`src/rtl/i2c_dac_pkg.sv`:
```
package i2c_dac_pkg;
  localparam int DAC_W  = 10;
  localparam int CMD_W  = 4;
  localparam int NUM_CH = 2;

  typedef enum logic [2:0] {
    ST_IDLE, ST_ADDR, ST_ADDR_ACK, ST_WR, ST_WR_ACK, ST_RD, ST_RD_ACK
  } slv_state_e;

  localparam logic [CMD_W-1:0] CMD_LOAD_AB = 4'h2;
  localparam logic [CMD_W-1:0] CMD_EXT     = 4'hF;

  typedef struct packed {
    logic [CMD_W-1:0] cmd;
    logic [DAC_W-1:0] data;
  } dac_word_t;
endpackage

```
`src/rtl/dac_rst_sync.sv`:
```
module dac_rst_sync #(
  parameter int STAGES = 2
) (
  input  logic clk,
  input  logic rst_n,
  output logic rst_sync_n
);
  logic [STAGES-1:0] pipe_q;

  always_ff @(posedge clk or negedge rst_n) begin
    if (!rst_n) pipe_q <= '0;
    else        pipe_q <= {pipe_q[STAGES-2:0], 1'b1};
  end

  assign rst_sync_n = pipe_q[STAGES-1];
endmodule

```
`src/rtl/i2c_bus_sync.sv`:
```
module i2c_bus_sync #(
  parameter int SYNC_STAGES = 2
) (
  input  logic clk,
  input  logic rst_n,
  input  logic scl_in,
  input  logic sda_in,
  output logic sda_s,
  output logic scl_rise,
  output logic scl_fall,
  output logic start_det,
  output logic stop_det
);
  localparam int PW = SYNC_STAGES + 1;

  logic [PW-1:0] scl_pipe_q, sda_pipe_q;
  logic scl_now, scl_old, sda_now, sda_old;

  always_ff @(posedge clk or negedge rst_n) begin
    if (!rst_n) begin
      scl_pipe_q <= '1;
      sda_pipe_q <= '1;
    end else begin
      scl_pipe_q <= {scl_pipe_q[PW-2:0], scl_in};
      sda_pipe_q <= {sda_pipe_q[PW-2:0], sda_in};
    end
  end

  assign scl_now = scl_pipe_q[SYNC_STAGES-1];
  assign scl_old = scl_pipe_q[SYNC_STAGES];
  assign sda_now = sda_pipe_q[SYNC_STAGES-1];
  assign sda_old = sda_pipe_q[SYNC_STAGES];

  assign sda_s     = sda_now;
  assign scl_rise  = scl_now & ~scl_old;
  assign scl_fall  = ~scl_now & scl_old;
  assign start_det = scl_now & scl_old & sda_old & ~sda_now;
  assign stop_det  = scl_now & scl_old & ~sda_old & sda_now;
endmodule

```
`src/rtl/i2c_dac_fsm.sv`:
```
module i2c_dac_fsm
  import i2c_dac_pkg::*;
#(
  parameter logic [5:0] ADDR_PREFIX = 6'b011100
) (
  input  logic        clk,
  input  logic        rst_n,
  input  logic        addr_lsb,
  input  logic        sda_s,
  input  logic        scl_rise,
  input  logic        scl_fall,
  input  logic        start_det,
  input  logic        stop_det,
  output slv_state_e  state_o,
  output logic        sda_hold_n,
  output logic        commit_o,
  output dac_word_t   word_o
);
  slv_state_e state_q, state_d;
  logic [3:0] bit_q, bit_d;
  logic [7:0] shift_q, shift_d, first_q, first_d;
  logic       byte_q, byte_d, rw_q, rw_d, commit_q, commit_d;
  dac_word_t  word_q, word_d;
  logic [6:0] own_addr;

  assign own_addr = {ADDR_PREFIX, addr_lsb};

  always_comb begin
    state_d  = state_q;
    bit_d    = bit_q;
    shift_d  = shift_q;
    first_d  = first_q;
    byte_d   = byte_q;
    rw_d     = rw_q;
    commit_d = 1'b0;
    word_d   = word_q;
    if (start_det) begin
      state_d = ST_ADDR;
      bit_d   = 4'd0;
      byte_d  = 1'b0;
    end else if (stop_det) begin
      state_d = ST_IDLE;
    end else begin
      case (state_q)
        ST_ADDR: begin
          if (scl_rise) begin
            if (bit_q < 4'd7 && sda_s != own_addr[3'd6 - bit_q[2:0]]) begin
              state_d = ST_IDLE;
            end else begin
              if (bit_q == 4'd7) rw_d = sda_s;
              bit_d = bit_q + 4'd1;
            end
          end else if (scl_fall && bit_q == 4'd8) begin
            state_d = ST_ADDR_ACK;
          end
        end
        ST_ADDR_ACK: begin
          if (scl_fall) begin
            bit_d   = 4'd0;
            byte_d  = 1'b0;
            state_d = rw_q ? ST_RD : ST_WR;
          end
        end
        ST_WR: begin
          if (scl_rise) begin
            shift_d = {shift_q[6:0], sda_s};
            bit_d   = bit_q + 4'd1;
          end else if (scl_fall && bit_q == 4'd8) begin
            state_d = ST_WR_ACK;
          end
        end
        ST_WR_ACK: begin
          if (scl_fall) begin
            bit_d   = 4'd0;
            state_d = ST_WR;
            if (!byte_q) begin
              first_d = shift_q;
              byte_d  = 1'b1;
            end else begin
              byte_d   = 1'b0;
              commit_d = (shift_q[1:0] == 2'b00);
              word_d   = '{cmd: first_q[7:4], data: {first_q[3:0], shift_q[7:2]}};
            end
          end
        end
        ST_RD: begin
          if (scl_rise) bit_d = bit_q + 4'd1;
          else if (scl_fall && bit_q == 4'd8) state_d = ST_RD_ACK;
        end
        ST_RD_ACK: begin
          if (scl_rise && sda_s) begin
            state_d = ST_IDLE;
          end else if (scl_fall) begin
            state_d = ST_RD;
            bit_d   = 4'd0;
          end
        end
        default: state_d = ST_IDLE;
      endcase
    end
  end

  always_ff @(posedge clk or negedge rst_n) begin
    if (!rst_n) begin
      state_q  <= ST_IDLE;
      bit_q    <= '0;
      shift_q  <= '0;
      first_q  <= '0;
      byte_q   <= 1'b0;
      rw_q     <= 1'b0;
      commit_q <= 1'b0;
      word_q   <= '0;
    end else begin
      state_q  <= state_d;
      bit_q    <= bit_d;
      shift_q  <= shift_d;
      first_q  <= first_d;
      byte_q   <= byte_d;
      rw_q     <= rw_d;
      commit_q <= commit_d;
      word_q   <= word_d;
    end
  end

  assign state_o    = state_q;
  assign sda_hold_n = !(state_q == ST_ADDR_ACK || state_q == ST_WR_ACK);
  assign commit_o   = commit_q;
  assign word_o     = word_q;
endmodule

```
`src/rtl/dac_code_regs.sv`:
```
module dac_code_regs
  import i2c_dac_pkg::*;
#(
  parameter int CHANNELS = NUM_CH
) (
  input  logic                             clk,
  input  logic                             rst_n,
  input  logic                             commit,
  input  dac_word_t                        word,
  output logic [CHANNELS-1:0][DAC_W-1:0]   codes,
  output logic [CMD_W-1:0]                 cmd_code,
  output logic                             ext_flag
);
  logic             is_ext, ext_d, ext_q;
  logic [CMD_W-1:0] cmd_d, cmd_q;

  assign is_ext = (word.cmd == CMD_EXT) && (word.data[DAC_W-1 -: 4] == 4'h0);

  always_comb begin
    cmd_d = cmd_q;
    ext_d = ext_q;
    if (commit) begin
      cmd_d = word.cmd;
      ext_d = is_ext;
    end
  end

  always_ff @(posedge clk or negedge rst_n) begin
    if (!rst_n) begin
      cmd_q <= '0;
      ext_q <= 1'b0;
    end else begin
      cmd_q <= cmd_d;
      ext_q <= ext_d;
    end
  end

  for (genvar ch = 0; ch < CHANNELS; ch++) begin : g_ch
    logic             load_en;
    logic [DAC_W-1:0] code_d, code_q;

    assign load_en = commit && !is_ext &&
                     (word.cmd == CMD_W'(ch) || word.cmd == CMD_LOAD_AB);

    always_comb code_d = load_en ? word.data : code_q;

    always_ff @(posedge clk or negedge rst_n) begin
      if (!rst_n) code_q <= '0;
      else        code_q <= code_d;
    end

    assign codes[ch] = code_q;
  end

  assign cmd_code = cmd_q;
  assign ext_flag = ext_q;
endmodule

```
`src/rtl/i2c_dac_slave.sv`:
```
module i2c_dac_slave
  import i2c_dac_pkg::*;
#(
  parameter logic [5:0] ADDR_PREFIX = 6'b011100,
  parameter int         SYNC_STAGES = 2
) (
  input  logic             clk,
  input  logic             rst_n,
  input  logic             addr_lsb_strap,
  input  logic             scl_in,
  input  logic             sda_in,
  output logic             sda_hold_n,
  output logic [DAC_W-1:0] dac_a_code,
  output logic [DAC_W-1:0] dac_b_code,
  output logic [CMD_W-1:0] cmd_code,
  output logic             ext_cmd_flag
);
  logic       rst_sync_n;
  logic       sda_s, scl_rise, scl_fall, start_det, stop_det;
  logic       commit_pulse;
  slv_state_e fsm_state;
  dac_word_t  word;
  logic [NUM_CH-1:0][DAC_W-1:0] codes;

  dac_rst_sync #(.STAGES(2)) u_rst (
    .clk(clk), .rst_n(rst_n), .rst_sync_n(rst_sync_n)
  );

  i2c_bus_sync #(.SYNC_STAGES(SYNC_STAGES)) u_sync (
    .clk(clk), .rst_n(rst_sync_n), .scl_in(scl_in), .sda_in(sda_in),
    .sda_s(sda_s), .scl_rise(scl_rise), .scl_fall(scl_fall),
    .start_det(start_det), .stop_det(stop_det)
  );

  i2c_dac_fsm #(.ADDR_PREFIX(ADDR_PREFIX)) u_fsm (
    .clk(clk), .rst_n(rst_sync_n), .addr_lsb(addr_lsb_strap), .sda_s(sda_s),
    .scl_rise(scl_rise), .scl_fall(scl_fall), .start_det(start_det),
    .stop_det(stop_det), .state_o(fsm_state), .sda_hold_n(sda_hold_n),
    .commit_o(commit_pulse), .word_o(word)
  );

  dac_code_regs #(.CHANNELS(NUM_CH)) u_regs (
    .clk(clk), .rst_n(rst_sync_n), .commit(commit_pulse), .word(word),
    .codes(codes), .cmd_code(cmd_code), .ext_flag(ext_cmd_flag)
  );

  assign dac_a_code = codes[0];
  assign dac_b_code = codes[1];
endmodule

```
`config.mk`:
```
export PLATFORM = sky130hd
export DESIGN_NAME = i2c_dac_slave
export DESIGN_NICKNAME = d
export VERILOG_FILES = /design/src/rtl/i2c_dac_pkg.sv /design/src/rtl/dac_rst_sync.sv /design/src/rtl/i2c_bus_sync.sv /design/src/rtl/i2c_dac_fsm.sv /design/src/rtl/dac_code_regs.sv /design/src/rtl/i2c_dac_slave.sv
export SDC_FILE = /design/constraint.sdc
export NUM_CORES = 1
export LEC_CHECK = 0
export ABC_AREA = 1
export BUFFER_PORTS_ARGS = -buffer_cell sky130_fd_sc_hd__buf_2
export CORE_ASPECT_RATIO = 1.4
export CORE_MARGIN = 2
export CORE_UTILIZATION = 50
export DETAILED_ROUTE_END_ITERATION = 10
export PLACE_DENSITY = 0.65
export SYNTH_ARGS = -nofsm -noshare
export SYNTH_HDL_FRONTEND = slang
export SYNTH_SLANG_ARGS = --single-unit
```
`constraint.sdc`:
```
create_clock -name clk -period 4.7 [get_ports clk]
set_input_delay 0.705 -clock clk [delete_from_list [all_inputs] [get_ports clk]]
set_output_delay 0.705 -clock clk [all_outputs]
set_load 0.005 [all_outputs]
```
==> results of run 1 <==
-- metal layers --
metal	GRT usage (%)	routed length, microns
met2	29.6	2820
met5	0	0
met4	10.0	155
met1	21.3	2480
met3	2.90	160
-- final cells by class --
type                            count  area [sq um]
Clock buffer                       10           128
Clock inverter                      5          57.6
Fill cell                         566          2610
Inverter                           42           158
Multi-Input combinational cell    223          1090
Sequential cell                    73          1840
Tap cell                           72          90.1
Timing Repair Buffer               31           158
-- kinds of logic after synthesis --
group	share of synthesized area (%)
buf+inv	6.15
mux	1.09
xor+xnor	0.563
other cells	0.121
simple gates	21.4
fa+ha+maj	1.21
compound gates	10.5
flops	58.9
-- cell usage after synthesis, drive strengths merged --
cell type / n / share of area, %
nand2: 97 / 12
dfrtp: 67 / 54
o21ai: 53 / 8.5
inv: 41 / 4.9
nor2: 23 / 3.1
nand3: 15 / 2.9
nand4: 8 / 1.8
a21oi: 7 / 1.1
dfstp: 6 / 5.1
clkbuf: 5 / 0.60
nor3: 4 / 0.97
buf: 3 / 0.48
ha: 3 / 1.2
mux2: 3 / 1.1
o22ai: 2 / 0.40
xor2: 2 / 0.56
clkinv: 1 / 0.12
conb: 1 / 0.12
nand3b: 1 / 0.24
nor3b: 1 / 0.24
o211ai: 1 / 0.24
o31ai: 1 / 0.24
or2: 1 / 0.20
-- stage by stage --
step	setup WS [ns]	hold slack [ns]	area [sq um]
finish	2.62	0.133	3510
global route	2.52	0.113	3510
CTS	2.61	0.116	3510
detailed placement	2.85	0.335	3330
global placement	2.89	0.335	3330
floorplan	2.53	0.331	3110
-- power by group --
part / total, uW / internal, uW / switching [uW]
clock network: 462 / 242 / 220
logic: 412 / 147 / 265
registers: 753 / 690 / 62.8
-- state kept, by name (all words and copies together), names as in the netlist --
name                cells
u_fsm.shift_q           8
u_fsm.bit_q             4
u_fsm.rw_q              1
u_fsm.state_o           3
u_fsm.word_o           14
u_fsm.byte_q            1
u_regs.ext_flag         1
u_fsm.first_q           8
u_regs.cmd_code         4
u_sync.scl_pipe_q       3
u_fsm.commit_o          1
u_rst.pipe_q            2
u_regs.g_ch.code_q     20
u_sync.sda_pipe_q       3
-- final timing paths --
path,start,endpoint
max in group asynchronous,u_rst.pipe_q[1]$_DFF_PN0_,u_sync.scl_pipe_q[2]$_DFF_PN1_
worst max-delay path,u_fsm.state_o[1]$_DFFE_PN0P_,sda_hold_n
worst min register to register,u_rst.pipe_q[1]$_DFF_PN0_,u_fsm.word_o[10]$_DFFE_PN0P_
worst max register to register,u_fsm.bit_q[0]$_DFFE_PN0P_,u_fsm.bit_q[2]$_DFFE_PN0P_
worst min-delay path,rst_n,u_rst.pipe_q[1]$_DFF_PN0_
min in group clk,u_rst.pipe_q[0]$_DFF_PN0_,u_rst.pipe_q[1]$_DFF_PN0_
==> run_results.csv, run 1 <==
group,metric,value,unit
run_status,outcome,"finished clean",
synth,synth_seq_cells,73,
cts,cts_setup_buffers,0,
routing,wl_per_cell,12.3,microns
sta,fin_tns_setup,0,ns
sta,rsz0062_at_grt,"no",
routing,drt_wl_total,5610,microns
global_routing,grt_pass1_vias,2155,
worst_setup_path,path_cells,"inv_1, nor3_2, nor2_2, buf_2",
layout,nets,388,
cts,insertion_delay,0.34,ns
synth,synth_seq_area_share,58.9,%
power,p_leak,0.00178,uW
layout,final_core_util,57.3,%
placement,port_buffers,30,
layout,antenna-diode-count,0,
worst_setup_path,worstPathMaxFanout,6,
floorplanning,dieHeight,97.3,microns
worst_setup_path,cp.depth,4,
sta,period_share,44.3,%
worst_setup_path,endpoint_kind,"output port",
global_routing,grt_pass1_wl,9560,microns
global_routing,grt_max_degree,40,
routing,vias,2292,
sta,hold_violations,0,
worst_setup_path,path_class,"reg2out",
floorplanning,row_count,34,
worst_setup_path,critPathLaunchType,"register",
synth,synth.distinct_cells,30,
layout,finalNonFillerCells,456,
layout,syn2layout_area_growth,12.9,%
global_routing,antenna_found_initial,0,
power,finalPower,1630,uW
placement,dp_hpwl,4050,microns
worst_setup_path,crit_path_max_incr_delay,0.44,ns
cts,clockRootBuffer,"clkbuf_8",
floorplanning,io_pins,31,
cts,cts.repair.resized,0,
layout,drive_gt1_share,18.8,%
worst_setup_path,crit_required,3.99,ns
cts,cts_tree,"done",
cts,cts_max_level,3,
sta,drv_slew,0,
worst_hold_path,hold_class,"in2async",
sta,worst_slew_pin_slew,0.678,ns
synth,syn_area,3110,sq um
layout,final_common_cell,"nand2_1",
synth,yosys_warnings,0,
floorplanning,die_width,70.7,microns
placement,dp.cells,441,
routing,final_antenna_net_count,0,
synth,syn_inst,346,
power,vdd_ir_drop_max,276,uV
routing,first_pass_iters,4,
routing,drt-initial-drc-count,127,
sta,fin_skew,0.00858,ns
layout,final_cell_mix,"96 x nand2_1, 66 x dfrtp_1, 43 x o21ai_0, 35 x inv_1, 30 x buf_2",
cts,cts_hold_buf,0,
cts,cts_buffers,9,
floorplanning,dieArea,6880,sq um
routing,drc,0,
synth,syn_area_per_cell,8.99,sq um
worst_setup_path,r2r_slack,2.82,ns
power,p_per_area,463,nW/um^2
floorplanning,core_area,6130,sq um
cts,ctsLongestPathBuffers,2,
sta,slew-limit-headroom,54.8,%
global_routing,grt_overflow_total,0,
sta,finalSetupViolCount,0,
sta,fmax,480,MHz
cts,cts.clk_slew.worst_paths,0.07,ns
worst_setup_path,crit_family,"flip-flops",
worst_setup_path,critPathArrivalTime,1.38,ns
cts,cts_sinks,73,
worst_setup_path,cpMaxStageDelayCell,"dfrtp_1",
worst_setup_path,ff2ff_path_depth,13,
sta,min_period,2.08,ns
floorplanning,start_util,50.8,%
routing,via_per_inst,5.03,
global_routing,track_usage,17.7,%
worst_setup_path,worst-path-buf-inv,2,
synth,syn_nets,354,
job,max_cap_viol_count,0,
placement,place_congestion,0.837,
No activity file was read; power rests on OpenSTA's default activity.
==> run 2: changes to the inputs <==
--- a/config.mk
+++ b/config.mk
@@ -11,7 +11,7 @@
 export CORE_MARGIN = 2
 export CORE_UTILIZATION = 50
 export DETAILED_ROUTE_END_ITERATION = 10
-export PLACE_DENSITY = 0.65
+export PLACE_DENSITY = 0.68
 export SYNTH_ARGS = -nofsm -noshare
 export SYNTH_HDL_FRONTEND = slang
 export SYNTH_SLANG_ARGS = --single-unit
==> constraint.sdc (replaced) <==
create_clock -name clk -period 1.85 [get_ports clk]
set_input_delay 0.2775 -clock clk [delete_from_list [all_inputs] [get_ports clk]]
set_output_delay 0.2775 -clock clk [all_outputs]
set_load 0.005 [all_outputs]
==> run_results.csv, run 2 (synthesis results as in run 1) <==
group,metric,value,unit
global_routing,grt_pass1_vias,2247,
layout,syn2layout_area_growth,17.9,%
cts,cts_sinks,73,
floorplanning,start_util,50.8,%
routing,final_antenna_net_count,0,
sta,period_share,93.7,%
worst_setup_path,crit_required,2.14,ns
sta,min_period,1.73,ns
floorplanning,dieHeight,97.3,microns
sta,fin_skew,0.00596,ns
worst_setup_path,endpoint_kind,"register",
routing,drc,0,
power,p_leak,0.00184,uW
global_routing,antenna_found_initial,0,
worst_setup_path,critPathLaunchType,"register",
global_routing,grt_max_degree,72,
routing,via_per_inst,5.11,
worst_setup_path,critPathArrivalTime,2.02,ns
cts,insertion_delay,0.34,ns
routing,first_pass_iters,4,
global_routing,grt_pass1_wl,9980,microns
cts,cts_tree,"done",
power,p_per_area,1250,nW/um^2
floorplanning,die_width,70.7,microns
layout,final_cell_mix,"93 x nand2_1, 66 x dfrtp_1, 43 x o21ai_0, 34 x inv_1, 30 x buf_2",
routing,dr_wl_met3,225,microns
sta,hold_violations,0,
placement,place_ws,0.132,ns
placement,place_congestion,0.888,
sta,worst_slew_pin_slew,0.620,ns
worst_setup_path,crit_family,"simple AND/OR/NAND/NOR gates",
run_status,outcome,"finished clean",
sta,fmax,577,MHz
layout,nets,395,
layout,antenna-diode-count,0,
floorplanning,io_pins,31,
routing,wl_per_cell,12.6,microns
routing,top_layer,"met4",
routing,drt-initial-drc-count,166,
worst_setup_path,cpMaxStageDelayCell,"dfrtp_1",
cts,ctsLongestPathBuffers,2,
cts,cts_max_level,3,
job,max_cap_viol_count,0,
placement,dp_hpwl,4020,microns
cts,cts.clk_slew.worst_paths,0.07,ns
routing,drt_wl_total,5830,microns
worst_setup_path,path_cells,"inv_1, ha_4, inv_2, nand4_1, nand3_1, nand2_1, nand4_1, nand3_1, nor2_2, nand2_1, nand2_1",
layout,largest_reg_flops,20,
global_routing,track_usage,18.5,%
floorplanning,core_area,6130,sq um
sta,drv_slew,0,
sta,worst_slack,0.116,ns
floorplanning,dieArea,6880,sq um
global_routing,grt_overflow_total,0,
layout,design_area,3670,sq um
worst_hold_path,hold_class,"in2reg",
worst_setup_path,crit_top_cell,"nand2_1",
layout,largest-register,"u_regs.g_ch.code_q",
layout,final_common_cell,"nand2_1",
worst_setup_path,worstPathMaxFanout,4,
routing,wl_met1,2480,microns
power,vdd_ir_drop_max,664,uV
sta,slew-limit-headroom,58.6,%
layout,drive_gt1_share,22.3,%
sta,finalSetupViolCount,0,
routing,vias,2364,
worst_setup_path,worst-path-buf-inv,2,
floorplanning,row_count,34,
cts,cts_buffers,9,
worst_setup_path,path_class,"reg2reg",
placement,port_buffers,30,
routing,wl_met2,2940,microns
cts,clockRootBuffer,"clkbuf_8",
placement,place_area,3370,sq um
worst_setup_path,crit_path_max_incr_delay,0.42,ns
[run 2: changes by cell type in the layout (fill, tap and decap cells not counted), moves of 2 or more]
cell / change
buf_4: +4
ha_1: -2
nand2_2: +3
bufinv_16: +2
nand2_1: -3
[run 2: layout make-up]
cell class,count,area (sq um)
clock buffers,10,138
multi-input cells,223,1120
repair buffers,38,229
clock inverters,5,104
inverters,42,158
well taps,72,90.1
fillers,548,2460
flip-flops and latches,73,1840
[run 2: final timing paths]
| check | from | end | slack (ns) | cells past startpoint |
|---|---|---|---|---|
| max in group asynchronous | u_rst.pipe_q[1]$_DFF_PN0_ | u_sync.scl_pipe_q[2]$_DFF_PN1_ | 1.25 | 1 |
| worst min-delay path | scl_in | u_sync.scl_pipe_q[0]$_DFF_PN1_ | 0.03 | 1 |
| worst max-delay path | u_fsm.bit_q[0]$_DFFE_PN0P_ | u_fsm.bit_q[1]$_DFFE_PN0P_ | 0.12 | 11 |
| min in group asynchronous | rst_n | u_rst.pipe_q[1]$_DFF_PN0_ | 0.24 | 2 |
| worst max register to register | u_fsm.bit_q[0]$_DFFE_PN0P_ | u_fsm.bit_q[1]$_DFFE_PN0P_ | 0.12 | 11 |
| worst min register to register | u_rst.pipe_q[1]$_DFF_PN0_ | u_regs.cmd_code[2]$_DFFE_PN0P_ | 0.28 | 1 |
[run 2: metrics by stage]
| stage | hold slack (ns) | std cells | TNS (ns) | utilization (%) | total power (uW) |
|---|---|---|---|---|---|
| 3_5_place_dp | 0.0649 | 445 | 0 | 55.0 | 3000 |
| 6_report | 0.0277 | 463 | 0 | 59.9 | 4570 |
| 2_1_floorplan | -0.0181 | 346 | 0 | - | 2750 |
| 4_1_cts | 0.00723 | 461 | 0 | 59.1 | 4510 |
| 3_3_place_gp | 0.0622 | 445 | 0 | 55.0 | 2980 |
| 5_1_grt | 0.00378 | 463 | -0.0732 | 59.9 | 4870 |
[run 2: layer usage]
| metal | vias to the layer above | GRT usage, % |
|---|---|---|
| met5 | - | 0 |
| met4 | 0 | 8.56 |
| met3 | 16 | 5.08 |
| met2 | 53 | 31.6 |
| met1 | 1105 | 21.5 |
| li1 | 1190 | - |
[run 2: repair_timing]
item | CTS | global route
endpoints found under the setup margin | 0 | 7
setup buffers | 0 | 2
hold buffers | 1 | 0
resized for setup | 0 | 9
endpoints found under the hold margin | 2 | 0
[run 2: report_power, final]
group	switching, uW	leakage, uW	internal, uW	total (uW)
logic	734	0.000756	448	1180
clock network	562	0.000122	925	1490
registers	148	0.000961	1750	1900
